**src/rtl/cdr_pkg.sv**
```systemverilog
package cdr_pkg;
    typedef enum logic {
        EST_ACQ = 1'b0,
        EST_TRK = 1'b1
    } est_mode_e;
endpackage

```
**src/rtl/cdr_edge_det.sv**
```systemverilog
module cdr_edge_det #(
    parameter int PH_W = 4
) (
    input  logic                   clk,
    input  logic                   rst_n,
    input  logic                   din_i,
    input  logic [PH_W-1:0]        slot_i,
    input  logic [PH_W-1:0]        ref_i,
    output logic                   edge_o,
    output logic [PH_W-1:0]        pos_o,
    output logic signed [PH_W-1:0] err_o
);
    logic prev_d, prev_q;

    always_comb begin
        prev_d = din_i;
        edge_o = din_i ^ prev_q;
        pos_o  = slot_i;
        err_o  = slot_i - ref_i;
    end

    always_ff @(posedge clk) begin
        if (!rst_n) prev_q <= 1'b0;
        else        prev_q <= prev_d;
    end
endmodule

```
**src/rtl/cdr_phase_est.sv**
```systemverilog
module cdr_phase_est
    import cdr_pkg::*;
#(
    parameter int PH_W    = 4,
    parameter int ACQ_N   = 4,
    parameter int TRK_LIM = 4
) (
    input  logic                   clk,
    input  logic                   rst_n,
    input  logic                   edge_i,
    input  logic [PH_W-1:0]        pos_i,
    input  logic signed [PH_W-1:0] err_i,
    output logic [PH_W-1:0]        sel_o,
    output logic                   locked_o
);
    localparam int ACQ_SH = $clog2(ACQ_N);
    localparam int SUM_W  = PH_W + ACQ_SH;
    localparam int ACC_W  = $clog2(TRK_LIM + 2) + 1;
    localparam int HALF   = (1 << PH_W) / 2;
    localparam logic signed [ACC_W-1:0] LIM_S = ACC_W'(TRK_LIM);

    typedef struct packed {
        est_mode_e          mode;
        logic [ACQ_SH-1:0]  cnt;
        logic [PH_W-1:0]    first;
        logic [SUM_W-1:0]   sum;
        logic [PH_W-1:0]    sel;
        logic [ACC_W-1:0]   acc;
    } est_t;

    est_t s_d, s_q;
    logic signed [PH_W-1:0]  delta;
    logic signed [SUM_W-1:0] tot;
    logic signed [SUM_W-1:0] avg;
    logic signed [ACC_W-1:0] step;
    logic signed [ACC_W-1:0] nacc;

    always_comb begin
        s_d   = s_q;
        delta = pos_i - s_q.first;
        tot   = $signed(s_q.sum) + $signed({{(SUM_W-PH_W){delta[PH_W-1]}}, delta});
        avg   = tot >>> ACQ_SH;
        if (err_i[PH_W-1])      step = -ACC_W'(1);
        else if (err_i != '0)   step = ACC_W'(1);
        else                    step = '0;
        nacc  = $signed(s_q.acc) + step;
        if (edge_i) begin
            if (s_q.mode == EST_ACQ) begin
                if (s_q.cnt == '0) begin
                    s_d.first = pos_i;
                    s_d.sum   = '0;
                    s_d.cnt   = ACQ_SH'(1);
                end else if (s_q.cnt == ACQ_SH'(ACQ_N - 1)) begin
                    s_d.sel  = s_q.first + avg[PH_W-1:0] + PH_W'(HALF);
                    s_d.mode = EST_TRK;
                    s_d.acc  = '0;
                    s_d.cnt  = '0;
                end else begin
                    s_d.sum = tot;
                    s_d.cnt = s_q.cnt + 1'b1;
                end
            end else begin
                if (nacc > LIM_S) begin
                    s_d.sel = s_q.sel + 1'b1;
                    s_d.acc = '0;
                end else if (nacc < -LIM_S) begin
                    s_d.sel = s_q.sel - 1'b1;
                    s_d.acc = '0;
                end else begin
                    s_d.acc = nacc;
                end
            end
        end
    end

    always_ff @(posedge clk) begin
        if (!rst_n) s_q <= '{mode: EST_ACQ, default: '0};
        else        s_q <= s_d;
    end

    assign sel_o    = s_q.sel;
    assign locked_o = (s_q.mode == EST_TRK);


    adj_step_chk: assert property (@(posedge clk) disable iff (!rst_n)
        locked_o |=> (sel_o == $past(sel_o) ||
                      sel_o == PH_W'($past(sel_o) + 1'b1) ||
                      sel_o == PH_W'($past(sel_o) - 1'b1)));

    lock_hold_chk: assert property (@(posedge clk) disable iff (!rst_n)
        locked_o |=> locked_o);

    acc_range_chk: assert property (@(posedge clk) disable iff (!rst_n)
        ($signed(s_q.acc) <= LIM_S) && ($signed(s_q.acc) >= -LIM_S));
endmodule

```
**src/rtl/cdr_vote.sv**
```systemverilog
module cdr_vote #(
    parameter int NPH      = 16,
    parameter int VOTE_THR = 7
) (
    input  logic clk,
    input  logic rst_n,
    input  logic en_i,
    input  logic dump_i,
    input  logic dec_vld_i,
    input  logic dec_bit_i,
    output logic bit_o,
    output logic vld_o
);
    localparam int CNT_W = $clog2(NPH + 2);

    typedef struct packed {
        logic [CNT_W-1:0] ones;
        logic             bitv;
        logic             vld;
    } vote_t;

    vote_t v_d, v_q;
    logic [CNT_W-1:0] ones_now;

    always_comb begin
        v_d      = v_q;
        ones_now = v_q.ones;
        if (dec_vld_i && dec_bit_i && (v_q.ones != '1))
            ones_now = v_q.ones + 1'b1;
        if (!en_i) begin
            v_d.ones = '0;
            v_d.vld  = 1'b0;
        end else if (dump_i) begin
            v_d.bitv = (ones_now >= CNT_W'(VOTE_THR));
            v_d.ones = '0;
            v_d.vld  = 1'b1;
        end else begin
            v_d.ones = ones_now;
            v_d.vld  = 1'b0;
        end
    end

    always_ff @(posedge clk) begin
        if (!rst_n) v_q <= '0;
        else        v_q <= v_d;
    end

    assign bit_o = v_q.bitv;
    assign vld_o = v_q.vld;


    dump_lock_chk: assert property (@(posedge clk) disable iff (!rst_n)
        vld_o |-> $past(en_i));

    ones_range_chk: assert property (@(posedge clk) disable iff (!rst_n)
        v_q.ones <= CNT_W'(NPH + 1));
endmodule

```
**src/rtl/bitclk_recover.sv**
```systemverilog
module bitclk_recover #(
    parameter int NPH      = 16,
    parameter int ACQ_N    = 4,
    parameter int TRK_LIM  = 4,
    parameter int VOTE_THR = 7
) (
    input  logic       clk,
    input  logic       rst_n,
    input  logic       din_i,
    input  logic       dec_vld_i,
    input  logic       dec_bit_i,
    output logic       rclk_o,
    output logic [$clog2(NPH)-1:0] phase_sel_o,
    output logic       locked_o,
    output logic       bit_o,
    output logic       bit_vld_o
);
    localparam int PH_W = $clog2(NPH);
    localparam int HALF = NPH / 2;

    logic [PH_W-1:0]        slot_d, slot_q;
    logic [PH_W-1:0]        sel, ref_slot, pos;
    logic signed [PH_W-1:0] err;
    logic                   edge_seen, locked, dump;

    always_comb begin
        slot_d   = slot_q + 1'b1;
        ref_slot = sel + PH_W'(HALF);
        dump     = locked && (slot_q == sel);
        rclk_o   = (PH_W'(slot_q - sel) < PH_W'(HALF));
    end

    always_ff @(posedge clk) begin
        if (!rst_n) slot_q <= '0;
        else        slot_q <= slot_d;
    end

    cdr_edge_det #(.PH_W(PH_W)) u_det (
        .clk(clk), .rst_n(rst_n), .din_i(din_i), .slot_i(slot_q),
        .ref_i(ref_slot), .edge_o(edge_seen), .pos_o(pos), .err_o(err)
    );

    cdr_phase_est #(.PH_W(PH_W), .ACQ_N(ACQ_N), .TRK_LIM(TRK_LIM)) u_est (
        .clk(clk), .rst_n(rst_n), .edge_i(edge_seen), .pos_i(pos),
        .err_i(err), .sel_o(sel), .locked_o(locked)
    );

    cdr_vote #(.NPH(NPH), .VOTE_THR(VOTE_THR)) u_vote (
        .clk(clk), .rst_n(rst_n), .en_i(locked), .dump_i(dump),
        .dec_vld_i(dec_vld_i), .dec_bit_i(dec_bit_i),
        .bit_o(bit_o), .vld_o(bit_vld_o)
    );

    assign phase_sel_o = sel;
    assign locked_o    = locked;
endmodule

```
**config.mk**
```make
export PLATFORM = sky130hd
export DESIGN_NAME = bitclk_recover
export DESIGN_NICKNAME = d
export VERILOG_FILES = /design/src/rtl/cdr_pkg.sv /design/src/rtl/cdr_edge_det.sv /design/src/rtl/cdr_phase_est.sv /design/src/rtl/cdr_vote.sv /design/src/rtl/bitclk_recover.sv
export SDC_FILE = /design/constraint.sdc
export NUM_CORES = 1
export LEC_CHECK = 0
export ABC_AREA = 0
export CORE_ASPECT_RATIO = 1.25
export CORE_MARGIN = 2
export CORE_UTILIZATION = 43
export DETAILED_ROUTE_END_ITERATION = 6
export PLACE_DENSITY_LB_ADDON = 0.15
export SLEW_MARGIN = 20
export SYNTH_ARGS = -nofsm -noshare
export SYNTH_HDL_FRONTEND = slang
export SYNTH_SLANG_ARGS = --single-unit
```
**constraint.sdc**
```tcl
create_clock -name clk -period 6.7 [get_ports clk]
set_input_delay 1.34 -clock clk [delete_from_list [all_inputs] [get_ports clk]]
set_output_delay 1.34 -clock clk [all_outputs]
set_load 0.01 [all_outputs]
```
**Word level (Yosys, flattened, before mapping)**

Index checks and enable logic that the tools add are counted.

- Add/sub/neg operators: 13
- Order comparisons: 4
- Reductions and logical operators: 14
- Muxes and demuxes: 18
- Bitwise operators: 3
- Equal/unequal tests: 6

Operators with widths:

| operator | number |
|---|---|
| $mux W8 | 4 |
| $mux W4 | 4 |
| $mux W13 | 1 |
| $mux W6 | 2 |
| $sub A4 B4 Y4 | 3 |
| $reduce_and A3 Y1 | 3 |
| $add A4 B1 Y4 const B | 2 |
| $add A4 B4 Y4 | 2 |
| $add A4 B4 Y4 const B | 2 |
| $add A6 B4 Y6 | 1 |
| $reduce_and A2 Y1 | 3 |
| $add A5 B1 Y5 const B | 1 |
| $ge A5 B3 Y1 const B | 1 |
| $mux W5 | 1 |
| $ne A5 B5 Y1 const B | 1 |
| $eq A4 B4 Y1 | 1 |
| $gt A4 B4 Y1 const B | 1 |
| $lt A4 B3 Y1 const B | 1 |
| $lt A4 B4 Y1 const B | 1 |
| $mux W1 | 4 |
| $mux W2 | 2 |
| $ne A2 B1 Y1 const B | 2 |
| $reduce_and A4 Y1 | 1 |
| $reduce_bool A4 Y1 | 1 |
| 10 further kinds | 13 |

- Input bits: 5
- Register bits: 33
- Output and inout port bits: 8

**Depth between registers and ports, before layout**

Gate-level depths: netlist of run 1.

- Word-level depth: 10
- Depth in mapped cells: 23
- Mapped depth without buffers: 23

**Hierarchy**

From an unflattened synthesis of run 1, not the netlist that was laid out.

- Cells, all modules: 260
- Area, all modules: 2,407.3 µm²

Modules (own cells, without submodules):

| module | area an instance (µm²) | times used | cells an instance | seq. area each (µm²) |
|---|---|---|---|---|
| cdr_phase_est | 1,632.8 | 1 | 177 | 420.4 |
| cdr_vote | 351.6 | 1 | 36 | 140.1 |
| bitclk_recover | 241.5 | 1 | 26 | 80.1 |
| cdr_edge_det | 181.4 | 1 | 21 | 20.0 |

**Least setup slack after synthesis of run 1**

Ideal clock, no wire load.

- Path kind: register to register
- From: register u_est.s_q (netlist bit u_est.sel_o[1])
- To: register u_est.s_q (netlist bit u_est.sel_o[3])
- Arrival: 4.714 ns
- Stages on the path, launching flop included: 23
- Library setup time: 0.087 ns
- Slack: 1.899 ns
- Buffers on the path: 0
- Path through: dfxtp_1 -> inv_1 -> ha_1 -> ha_1 -> fa_1 -> xnor2_1 -> xor2_1 -> inv_2 -> nand3_1 -> ha_1 -> inv_1 -> fa_1 -> xnor2_1 -> o21ai_0 -> a211oi_1 -> nor2_1 -> ha_1 -> a21o_1 -> a21oi_1 -> xor2_1 -> nor4_1 -> o21bai_1 -> o31ai_1

- Longest elaborated chain between the ends: 9
- Elaborated cells between the ends (all ways): 15
- Those cells by class: 5 x add/sub; 2 x order compare; 1 x eq/ne; 5 x mux; 2 x reduce/logical

RTL lines:

| element | RTL line | RTL |
|---|---|---|
| start: declaration | cdr_phase_est.sv:31 | `est_t s_d, s_q;` |
| start signal: assignment | cdr_phase_est.sv:77 | `if (!rst_n) s_q <= '{mode: EST_ACQ, default: '0};` |
| start signal: assignment | cdr_phase_est.sv:78 | `else s_q <= s_d;` |
| $add A4 B4 Y4 | bitclk_recover.sv:28 | `ref_slot = sel + PH_W'(HALF);` |
| $sub A4 B4 Y4 | cdr_edge_det.sv:19 | `err_o = slot_i - ref_i;` |
| $reduce_bool A4 Y1 | cdr_phase_est.sv:44 | `else if (err_i != '0) step = ACC_W'(1);` |
| $mux W1 | cdr_phase_est.sv:44 |  |
| $mux W4 | cdr_phase_est.sv:43 | `if (err_i[PH_W-1]) step = -ACC_W'(1);` |
| $add A4 B4 Y4 | cdr_phase_est.sv:46 | `nacc = $signed(s_q.acc) + step;` |
| $lt A4 B3 Y1 / $gt A4 B4 Y1 (equally long branches) | cdr_phase_est.sv:66, cdr_phase_est.sv:63 |  |
| $ne A3 B3 Y1 (no source line) / $mux W8 (equally long branches) | n/a |  |
| $reduce_and A4 Y1 (no source line) / $mux W8 (equally long branches) | n/a |  |

Several ways; a longest one is shown, not always the timed one. The select of a mux whose other input is x is not followed.
A chain may end at the register's enable or synchronous reset.

**Worst setup path in the final report of run 1**

Ends and elaborated chain as after synthesis.

==> results.tsv, run 1 <==
metric	value	unit
Hold Crit Class	reg2reg	
synth warn	0	
critical path type	reg2reg	
TritonCTS Sinks	33	
final-layout fill cell count	505	
status	completed	
CTS resizes	0	
Vert. Die Dim	85.7	um
Levels on crit path	22	
worst setup path start	u_est.sel_o[1]	
grt total ovfl	0	
Final HPWL DP	3530	um
Int Pwr	0.349	mW
cell at the slowest stage of the critical path	a211oi_1	
Main synth FF type	dfxtp_1	
boundary pin count	13	
die width	69.4	um
setup slack, reg-to-reg	1.34	ns
full die area	5950	sq um
RSZ-0062 raised after global routing	no	
Critical Path Fanout Max	5	
drt wl/cell	13.6	um
Netlist cell types	45	
EDFF count, synth	0	
Worst path top cell family by delay	adder cells	
Post-CTS Setup Repair Bufs	0	
Power Density	210	nW/um^2
post-synthesis cell area	2300	sq um
worst rel slew slack	0.465	
part of the power in registers	0.401	
cts hold-fix bufs	0	
Residual DRC	0	
worst hold path startpoint	u_vote.v_q[6]	
initial antenna violation count	0	
drt total wl	4540	um
number of core rows	29	
Min Hold Slack	0.475	ns
clk_lat worst skew	0.29	ns
most frequent CP cell	ha_1	
clock skew	0.00661	ns
max-slew violations	0	
TNS Setup	0	ns
drt pass-1 iters	4	
Total Routing Usage GR	0.168	
Setup crit end	u_est.sel_o[3]	
Least-Margin Pin Slew	0.801	ns
fin nets	309	
CTS root buf	clkbuf_8	
Net Switching	0.181	mW
r2r worst-path depth	22	
final worst-path cycle share	0.800	
Final setup viols	0	
share of post-route cells with drive strength above 1	0.0517	
CTS Buffer Depth	2	
largest net degree at the start of global routing	25	
maximum VDD drop	96.1	uV
Fin. Hold Viols	0	
Clk pwr share	0.285	
Antenna Nets Post-Route	0	
Inserted Clock Buffers	5	
Worst Path Buf+Inv	3	
Port Buf Inserts	12	
layout overhead on the synthesized area	10.1	%
CP required	6.91	ns
CTS clk-pin slew, worst paths	0.08	ns
max frequency	0.187	GHz
Diodes inserted	0	
Leak	1.05	nW
Via density	5.29	
synthesized flop and latch total	33	
first-pass GRT wire length	7960	um
crit end category	flop	
GPL Wtd Cong	0.811	
CTS tree	yes	
via count	1763	
Core Box Area	5120	sq um
FF-to-FF End	u_est.sel_o[3]	
WP data arrival	5.57	ns
max cap viols	0	
Synth Net Count	300	
Initial Utilization	0.449	
Tot Pwr	0.530	mW
crit path time final	5.36	ns
Worst path max stage delay	0.47	ns
H-tree levels	2	
startpoint type of the worst setup path	flop	
DRT iter0 DRCs	79	
Sw Ratio	0.342	
Synth Instances	261	
RR Startpoint	u_est.sel_o[1]	
Seq/Total Area, Yosys	0.288	
vias in the first global route	1685	
CP cell instances	inv_1 -> ha_1 -> ha_1 -> fa_1 -> xnor2_1 -> xor2_1 -> inv_2 -> nand3_1 -> ha_1 -> inv_1 -> fa_1 -> xnor2_1 -> o21ai_0 -> a211oi_1 -> nor2_1 -> ha_1 -> a21o_1 -> a21oi_1 -> xor2_1 -> nor4_1 -> o21bai_1 -> o31ai_1	
Avg Cell Area, Syn	8.80	sq um
asr flop ratio synth	0	
logic gate share of total power	0.314	
==> worst reg2reg max path: stages, from the launching register on <==
cell	delay [ns]
dfxtp_1	0.40
inv_1	0.09
ha_1	0.33
ha_1	0.22
fa_1	0.38
xnor2_1	0.18
xor2_1	0.37
inv_2	0.13
nand3_1	0.11
ha_1	0.15
inv_1	0.05
fa_1	0.41
xnor2_1	0.25
o21ai_0	0.16
a211oi_1	0.47
nor2_1	0.23
ha_1	0.33
a21o_1	0.18
a21oi_1	0.16
xor2_1	0.21
nor4_1	0.06
o21bai_1	0.18
o31ai_1	0.22
==> worst min path at each step <==
stage / end / slack [ns] / depth (start not counted)
3_5_place_dp: slot_q[0] / 0.47 / 1
5_1_grt: slot_q[0] / 0.52 / 1
6_report: u_vote.v_q[6] / 0.47 / 2
3_3_place_gp: slot_q[0] / 0.46 / 1
2_1_floorplan: u_est.s_q[2] / 0.44 / 2
4_1_cts: u_vote.v_q[6] / 0.48 / 2
==> metal layers <==
layer | GRT usage | up-vias | share of wire
met5 | 0 | - | 0
met4 | 0.0588 | 0 | 0.015
met2 | 0.289 | 22 | 0.49
met1 | 0.209 | 817 | 0.46
met3 | 0.0353 | 6 | 0.030
li1 | - | 918 | -
==> final cells by class <==
| cell class | instances | area, sq um | area share |
|---|---|---|---|
| Multi-Input combinational cell | 196 | 1500 | 0.594 |
| Clock inverter | 3 | 17.5 | 0.00693 |
| Timing Repair Buffer | 12 | 120 | 0.0475 |
| Inverter | 22 | 82.6 | 0.0327 |
| Sequential cell | 33 | 661 | 0.261 |
| Clock buffer | 5 | 68.8 | 0.0272 |
| Tap cell | 62 | 77.6 | 0.0307 |
==> Yosys cell counts (4+ instances only) <==
cell type / number / share of area
a21oi_1: 16 / 0.035
a211oi_1: 4 / 0.013
nand3_1: 5 / 0.011
and3_1: 5 / 0.014
nand2_1: 17 / 0.028
mux2i_1: 4 / 0.017
ha_1: 27 / 0.15
o21ai_0: 9 / 0.020
xor2_1: 8 / 0.031
clkbuf_1: 5 / 0.0082
nor2_1: 30 / 0.049
dfxtp_1: 33 / 0.29
a21o_1: 5 / 0.016
fa_1: 7 / 0.061
inv_1: 21 / 0.034
xnor2_1: 15 / 0.057
buf_4: 4 / 0.013
==> layout by cell type, fill, tap and decap left out, types with 2 or more instances in the layout <==
cell type        instances
nand2_1                 17
fa_1                     7
nor4_1                   2
or2_2                    3
nor2_1                  30
or3_1                    3
clkbuf_8                 5
a22oi_1                  3
dfxtp_1                 33
clkinv_2                 2
a211oi_1                 4
o21bai_1                 2
nor2b_1                  2
mux2i_1                  4
ha_1                    27
inv_1                   21
a31oi_1                  3
xor2_1                   8
a21oi_1                 16
xnor2_1                 15
o2111ai_1                2
and3_1                   5
o21ai_0                  9
a21o_1                   5
nand3_1                  5
xnor3_1                  2
nand4_1                  3
and2_1                   3
nor3b_1                  2
clkdlybuf4s50_1         12
==> power groups by stage <==
stage	Clock (mW)	Sequential [mW]	Combinational (mW)
floorplan	0	0.215	0.130
global placement	0	0.217	0.165
detailed placement	0	0.217	0.166
CTS	0.157	0.213	0.168
global route	0.165	0.214	0.189
finish	0.151	0.213	0.166
==> cells by family after synthesis <==
| family | synth area share |
|---|---|
| flops | 0.288 |
| xor+xnor | 0.107 |
| compound gates | 0.151 |
| fa+ha+maj | 0.208 |
| simple gates | 0.170 |
| mux | 0.0174 |
| buf+inv | 0.0588 |
==> flip-flops by register name, indices dropped and copies added, names as in the netlist <==
name            count
slot_q              4
u_vote.vld_o        1
u_est.s_q          16
u_vote.bit_o        1
u_est.locked_o      1
u_det.prev_q        1
u_vote.v_q          5
u_est.sel_o         4
==> per-stage QoR <==
step           utilization  std cells  cell area [sq um]  setup slack, ns
6_report             0.494        333               2530             1.34
3_5_place_dp         0.477        325               2440             1.35
4_1_cts              0.494        333               2530             1.30
2_1_floorplan            -        261               2300             1.90
3_3_place_gp         0.477        325               2440             1.53
5_1_grt              0.494        333               2530            0.926
Power figures use the tool's default switching activity.
==> inputs of run 2 (changes only) <==
- clock period: 6.7 -> 4.4 ns (I/O delays scaled with it)
==> run 2 against run 1 <==
Net effect:
- maximum frequency is 26% higher
- total power is 69% higher
- via count is 3.1% higher
- hold slack worse by 0.0040 ns
- critical path depth stayed put
- non-clock buffer count is 15 higher
- cell count is 4.2% higher
- sequential share of layout area is 2.4 points lower
- critical endpoint unchanged
- largest power group is now combinational cells
- highest routed layer unchanged
==> results.tsv, run 2 (synthesis results as in run 1) <==
metric	value	unit
biggest regs	u_est.s_q x16, u_vote.v_q x5	
highest metal used	met4	
leading cell type in the layout, fill and taps excluded	dfxtp_1	
maximum VDD drop	118	uV
worst rel slew slack	0.446	
critical path type	reg2reg	
WP data arrival	4.44	ns
CP cell instances	inv_2 -> ha_4 -> ha_4 -> fa_2 -> xnor2_2 -> xor2_2 -> inv_2 -> nand3_2 -> ha_4 -> inv_2 -> fa_2 -> inv_1 -> o21ai_2 -> and4bb_4 -> nor2_4 -> ha_4 -> a21o_1 -> a21oi_2 -> xor2_1 -> nor4_1 -> o21bai_1 -> o31ai_1	
crit end category	flop	
via count	1817	
Largest register FFs	16	
Port Buf Inserts	12	
final core occ	0.548	
cts hold-fix bufs	0	
DRT iter0 DRCs	58	
drt wl/cell	14.1	um
status	completed	
boundary pin count	13	
Antenna Nets Post-Route	0	
Setup crit end	u_est.sel_o[3]	
Final HPWL DP	3630	um
drt pass-1 iters	4	
Sw Ratio	0.328	
Least-Margin Pin Slew	0.830	ns
Residual DRC	0	
grt total ovfl	0	
metal2 WL	2470	um
Final setup viols	0	
fin nets	324	
final worst-path cycle share	0.965	
largest net degree at the start of global routing	25	
Critical Path Fanout Max	4	
clock skew	0.00277	ns
Leak	1.15	nW
number of core rows	29	
logic gate share of total power	0.380	
FF-to-FF End	u_est.sel_o[3]	
GPL Wtd Cong	0.841	
crit path time final	4.25	ns
CTS tree	yes	
Power Density	319	nW/um^2
part of the power in registers	0.360	
die width	69.4	um
first-pass GRT wire length	7990	um
Finished Cell Area	2810	sq um
most frequent CP cell	ha_4	
TritonCTS Sinks	33	
startpoint type of the worst setup path	flop	
layout overhead on the synthesized area	22.1	%
Initial Utilization	0.449	
CP required	4.60	ns
Diodes inserted	0	
Fin. Hold Viols	0	
clk_lat worst skew	0.28	ns
Int Pwr	0.602	mW
max-slew violations	0	
Inserted Clock Buffers	5	
Hold Crit Class	reg2reg	
Reg with most FFs	u_est.s_q	
RR Startpoint	u_est.sel_o[1]	
max frequency	0.235	GHz
Net Switching	0.293	mW
drt total wl	4900	um
fin worst setup slack	0.152	ns
H-tree levels	2	
Place WS	-0.00400	ns
Core Box Area	5120	sq um
share of post-route cells with drive strength above 1	0.175	
full die area	5950	sq um
CTS Buffer Depth	2	
Via density	5.24	
Total Routing Usage GR	0.170	
initial antenna violation count	0	
worst hold path startpoint	u_est.s_q[2]	
cell at the slowest stage of the critical path	fa_2	
setup slack, reg-to-reg	0.15	ns
worst setup path start	u_est.sel_o[1]	
vias in the first global route	1687	
wl on met1	2270	um
Clk pwr share	0.260	
Vert. Die Dim	85.7	um
r2r worst-path depth	22	
CTS root buf	clkbuf_8	
DR WL met3	96	um
Placed Instance Area	2570	sq um
most frequent cells in the layout	dfxtp_1, nor2_1, ha_1, inv_1, nand2_1	
CTS clk-pin slew, worst paths	0.07	ns
RSZ-0062 raised after global routing	yes	
Worst path max stage delay	0.53	ns
max cap viols	0	
-- run 2: power groups by stage --
| stage | Sequential [mW] | Clock, mW | Combinational (mW) |
|---|---|---|---|
| after floorplan | 0.328 | 0 | 0.212 |
| after global placement | 0.328 | 0 | 0.291 |
| after detailed placement | 0.328 | 0 | 0.291 |
| after CTS | 0.322 | 0.242 | 0.301 |
| after global routing | 0.323 | 0.253 | 0.377 |
| final | 0.322 | 0.233 | 0.340 |
-- run 2: area by class of cell --
type | count | area (sq um)
Clock buffer | 7 | 86.3
Multi-Input combinational cell | 196 | 1660
Tap cell | 62 | 77.6
Timing Repair Buffer | 27 | 236
Fill cell | 495 | 2310
Sequential cell | 33 | 664
Inverter | 22 | 82.6
-- run 2: worst min-delay path by stage --
stage | slack (ns) | depth (start not counted) | to
2_1_floorplan | 0.44 | 2 | u_est.s_q[2]
3_3_place_gp | 0.45 | 2 | u_est.s_q[2]
3_5_place_dp | 0.45 | 2 | u_est.s_q[2]
4_1_cts | 0.47 | 2 | u_est.s_q[2]
5_1_grt | 0.50 | 2 | u_est.s_q[2]
6_report | 0.47 | 2 | u_est.s_q[2]
-- run 2: layer usage --
layer / vias to the layer above / global-route usage
li1: 949 / -
met1: 844 / 0.205
met2: 19 / 0.307
met3: 5 / 0.0282
met4: 0 / 0.0588
met5: - / 0
-- run 2: per-stage QoR --
stage	power [mW]	hold WS [ns]	cells	setup TNS [ns]
3_3_place_gp	0.619	0.448	335	0
5_1_grt	0.953	0.501	347	-0.147
6_report	0.895	0.471	347	0
4_1_cts	0.865	0.468	343	0
3_5_place_dp	0.619	0.455	335	-0.00400
2_1_floorplan	0.541	0.436	261	0
-- run 2: critical path: cells and delay by family (launching register included) --
family | cells | cell delay, ns
AO/OA/AOI/OAI | 5 | 0.84
XOR/XNOR | 3 | 0.56
adder cells (fa/ha/maj) | 6 | 1.65
buffers and inverters | 4 | 0.19
flip-flops | 1 | 0.33
AND/OR/NAND/NOR | 4 | 0.60
-- run 2: repair_timing --
item / 4_1_cts / 5_1_grt
buffers inserted: 1 / 4
resized for setup: 1 / 19
pin swaps: 1 / 12
setup endpoints to repair: 1 / 2
==> inputs of run 3 (changes only) <==
- SYNTH_HIERARCHICAL: not set -> 1
==> run 3 against run 2 <==
Net effect:
- clock skew is 0.00077 ns higher
- die area increased by 4.5%
- critical path depth fell by 6
- combinational power decreased by 24%
- synthesized cell count shrank 0.38%
- total power fell by 13%
- flip-flop and latch count unchanged
- wire length fell by 8.4%
- global-route usage down 1.0 points
- area after synthesis grew 4.8%
- highest routed layer unchanged
==> results.tsv, run 3 <==
metric	value	unit
Finished Layout Cells	340	
critical path type	reg2reg	
Hold Crit Class	reg2reg	
EDFF count, synth	0	
Reg with most FFs	u_est/s_q	
Netlist cell types	48	
largest cells by area after synthesis	dfxtp_1, ha_1, xnor2_1	
status	completed	
WP data arrival	4.26	ns
Leak	1.18	nW
Sw Ratio	0.318	
drt wl/cell	13.2	um
Clk pwr share	0.261	
cell at the slowest stage of the critical path	or4_2	
full die area	6220	sq um
Initial Utilization	0.445	
worst rel slew slack	0.530	
crit path time final	4.06	ns
first-pass GRT wire length	7800	um
synthesized flop and latch total	33	
clock skew	0.00354	ns
Hold Path Depth	2	
Inserted Clock Buffers	5	
CTS tree	yes	
worst hold path startpoint	u_est/s_q[15]	
grt total ovfl	0	
drt pass-1 iters	4	
Fin. Hold Viols	0	
fin nets	317	
startpoint type of the worst setup path	flop	
cts hold-fix bufs	0	
Seq/Total Area, Yosys	0.274	
Largest register FFs	16	
leading cell type in the layout, fill and taps excluded	dfxtp_1	
via count	1764	
Least-Margin Pin Slew	0.703	ns
post-synthesis cell area	2410	sq um
TNS Setup	0	ns
final worst-path cycle share	0.924	
Core Box Area	5410	sq um
TritonCTS Sinks	33	
Int Pwr	0.534	mW
Antenna Nets Post-Route	0	
CP cell instances	inv_1 -> ha_1 -> inv_1 -> fa_1 -> or4_2 -> ha_1 -> fa_1 -> xnor2_1 -> nor2_1 -> o21ai_2 -> ha_1 -> a21o_1 -> a21oi_1 -> xnor2_1 -> o311ai_1 -> a211oi_1	
initial antenna violation count	0	
biggest regs	u_est/s_q x16, u_vote/v_q x5	
FF-to-FF End	u_est/sel_o[3]	
vias in the first global route	1695	
CTS resizes	0	
Residual DRC	0	
Avg Cell Area, Syn	9.26	sq um
top cell type by total area after synthesis	dfxtp_1	
max frequency	0.246	GHz
share of post-route cells with drive strength above 1	0.123	
Synth Instances	260	
Via density	5.19	
part of the power in registers	0.410	
CTS Buffer Depth	2	
Power Density	291	nW/um^2
H-tree levels	2	
maximum VDD drop	137	uV
worst hold path endpoint	u_est/s_q[15]	
DRT iter0 DRCs	33	
boundary pin count	13	
most frequent cell after synthesis	dfxtp_1	
layout overhead on the synthesized area	11.6	%
RR Startpoint	slot_q[0]	
Critical Path Fanout Max	4	
CP required	4.60	ns
most frequent CP cell	ha_1	
logic gate share of total power	0.329	
max cap viols	0	
Final setup viols	0	
die width	70.9	um
asr flop ratio synth	0	
r2r worst-path depth	16	
setup slack, reg-to-reg	0.34	ns
Net Switching	0.249	mW
number of core rows	30	
Post-CTS Setup Repair Bufs	0	
Worst path max stage delay	0.67	ns
wl on met1	2100	um
most frequent cells in the layout	dfxtp_1, ha_1, inv_1, nor2_1, xnor2_1	
Cells after DPL	334	
Port Buf Inserts	12	
RSZ-0062 raised after global routing	no	
CTS clk-pin slew, worst paths	0.06	ns
highest metal used	met4	
metal2 WL	2210	um
CTS root buf	clkbuf_8	
Main synth FF type	dfxtp_1	
most frequent cells after synthesis	dfxtp_1, ha_1, inv_1, nor2_1, xnor2_1	
Final HPWL DP	3460	um
clk_lat worst skew	0.28	ns
Diodes inserted	0	
GPL Wtd Cong	0.782	
share of the synthesized area in the top cell type	0.274	
drt total wl	4490	um
Tot Pwr	0.783	mW
Total Routing Usage GR	0.160	
DR WL met3	101	um
largest net degree at the start of global routing	32	
Synth Net Count	300	
Vert. Die Dim	87.7	um
synth warn	6	
max-slew violations	0	
crit end category	flop	
[run 3: cell count changes after synthesis, moves of 4 or more]
cell and delta:
xor2_1 +4, nor2_1 -12, nor2b_1 +10, buf_4 +4
and3_1 -4, nor3b_1 +5, nand2_1 -4, a21boi_0 +4
[run 3: worst max-delay path, delay by kind of cell (launching register included)]
kind,cells,cell delay (ns)
AOI/OAI and AO/OA,5,0.81
xor gates and xnor gates,2,0.32
adders and majority gates,5,1.55
buffers and inverters,2,0.12
DFF,1,0.33
and+or+nand+nor,2,0.85
[run 3: area by class of cell]
class	instances	area (sq um)
fillers	550	2720
well taps	64	80.1
inverters	19	71.3
flip-flops and latches	33	662
repair buffers	24	205
clock buffers	5	68.8
multi-input cells	194	1600
clock inverters	1	5.00
[run 3: kinds of logic (layout without fill, tap and decap cells)]
kind of cell,count (synthesis),in the layout,synth area share
simple gates,76,76,0.179
compound gates,49,49,0.146
fa+ha+maj,35,35,0.201
xor+xnor,29,29,0.114
flops,33,33,0.274
mux,5,5,0.0208
buf+inv,33,49,0.0644
[run 3: metrics by stage]
| step | utilization | worst slack [ns] | hold WS, ns | instance area, sq um |
|---|---|---|---|---|
| 3_3_place_gp | 0.484 | 0.312 | 0.481 | 2610 |
| 6_report | 0.497 | 0.336 | 0.494 | 2690 |
| 5_1_grt | 0.497 | 0.0205 | 0.501 | 2690 |
| 2_1_floorplan | - | 0.0495 | 0.454 | 2410 |
| 3_5_place_dp | 0.484 | 0.215 | 0.489 | 2610 |
| 4_1_cts | 0.497 | 0.182 | 0.499 | 2690 |
[run 3: power by group through the flow]
stage	Combinational [mW]	Sequential [mW]	Clock, mW
after floorplan	0.191	0.327	0
after global placement	0.256	0.327	0
after detailed placement	0.258	0.328	0
after CTS	0.259	0.321	0.219
after global routing	0.294	0.323	0.228
final	0.258	0.321	0.205
[run 3: per-layer routing]
| layer | GRT usage | up-vias |
|---|---|---|
| met5 | 0 | - |
| met4 | 0.0617 | 0 |
| met3 | 0.0334 | 6 |
| met2 | 0.278 | 12 |
| met1 | 0.195 | 824 |
| li1 | - | 922 |
[run 3: worst max-delay path by stage]
stage / to / cells after the start / slack [ns] / startpoint
floorplan: u_est/sel_o[3] / 18 / 0.05 / u_est/sel_o[2]
CTS: u_est/sel_o[3] / 17 / 0.18 / u_est/sel_o[1]
global placement: u_est/sel_o[3] / 16 / 0.31 / slot_q[0]
finish: u_est/sel_o[3] / 16 / 0.34 / slot_q[0]
detailed placement: u_est/sel_o[3] / 17 / 0.21 / u_est/sel_o[1]
global route: u_est/sel_o[3] / 17 / 0.02 / slot_q[0]
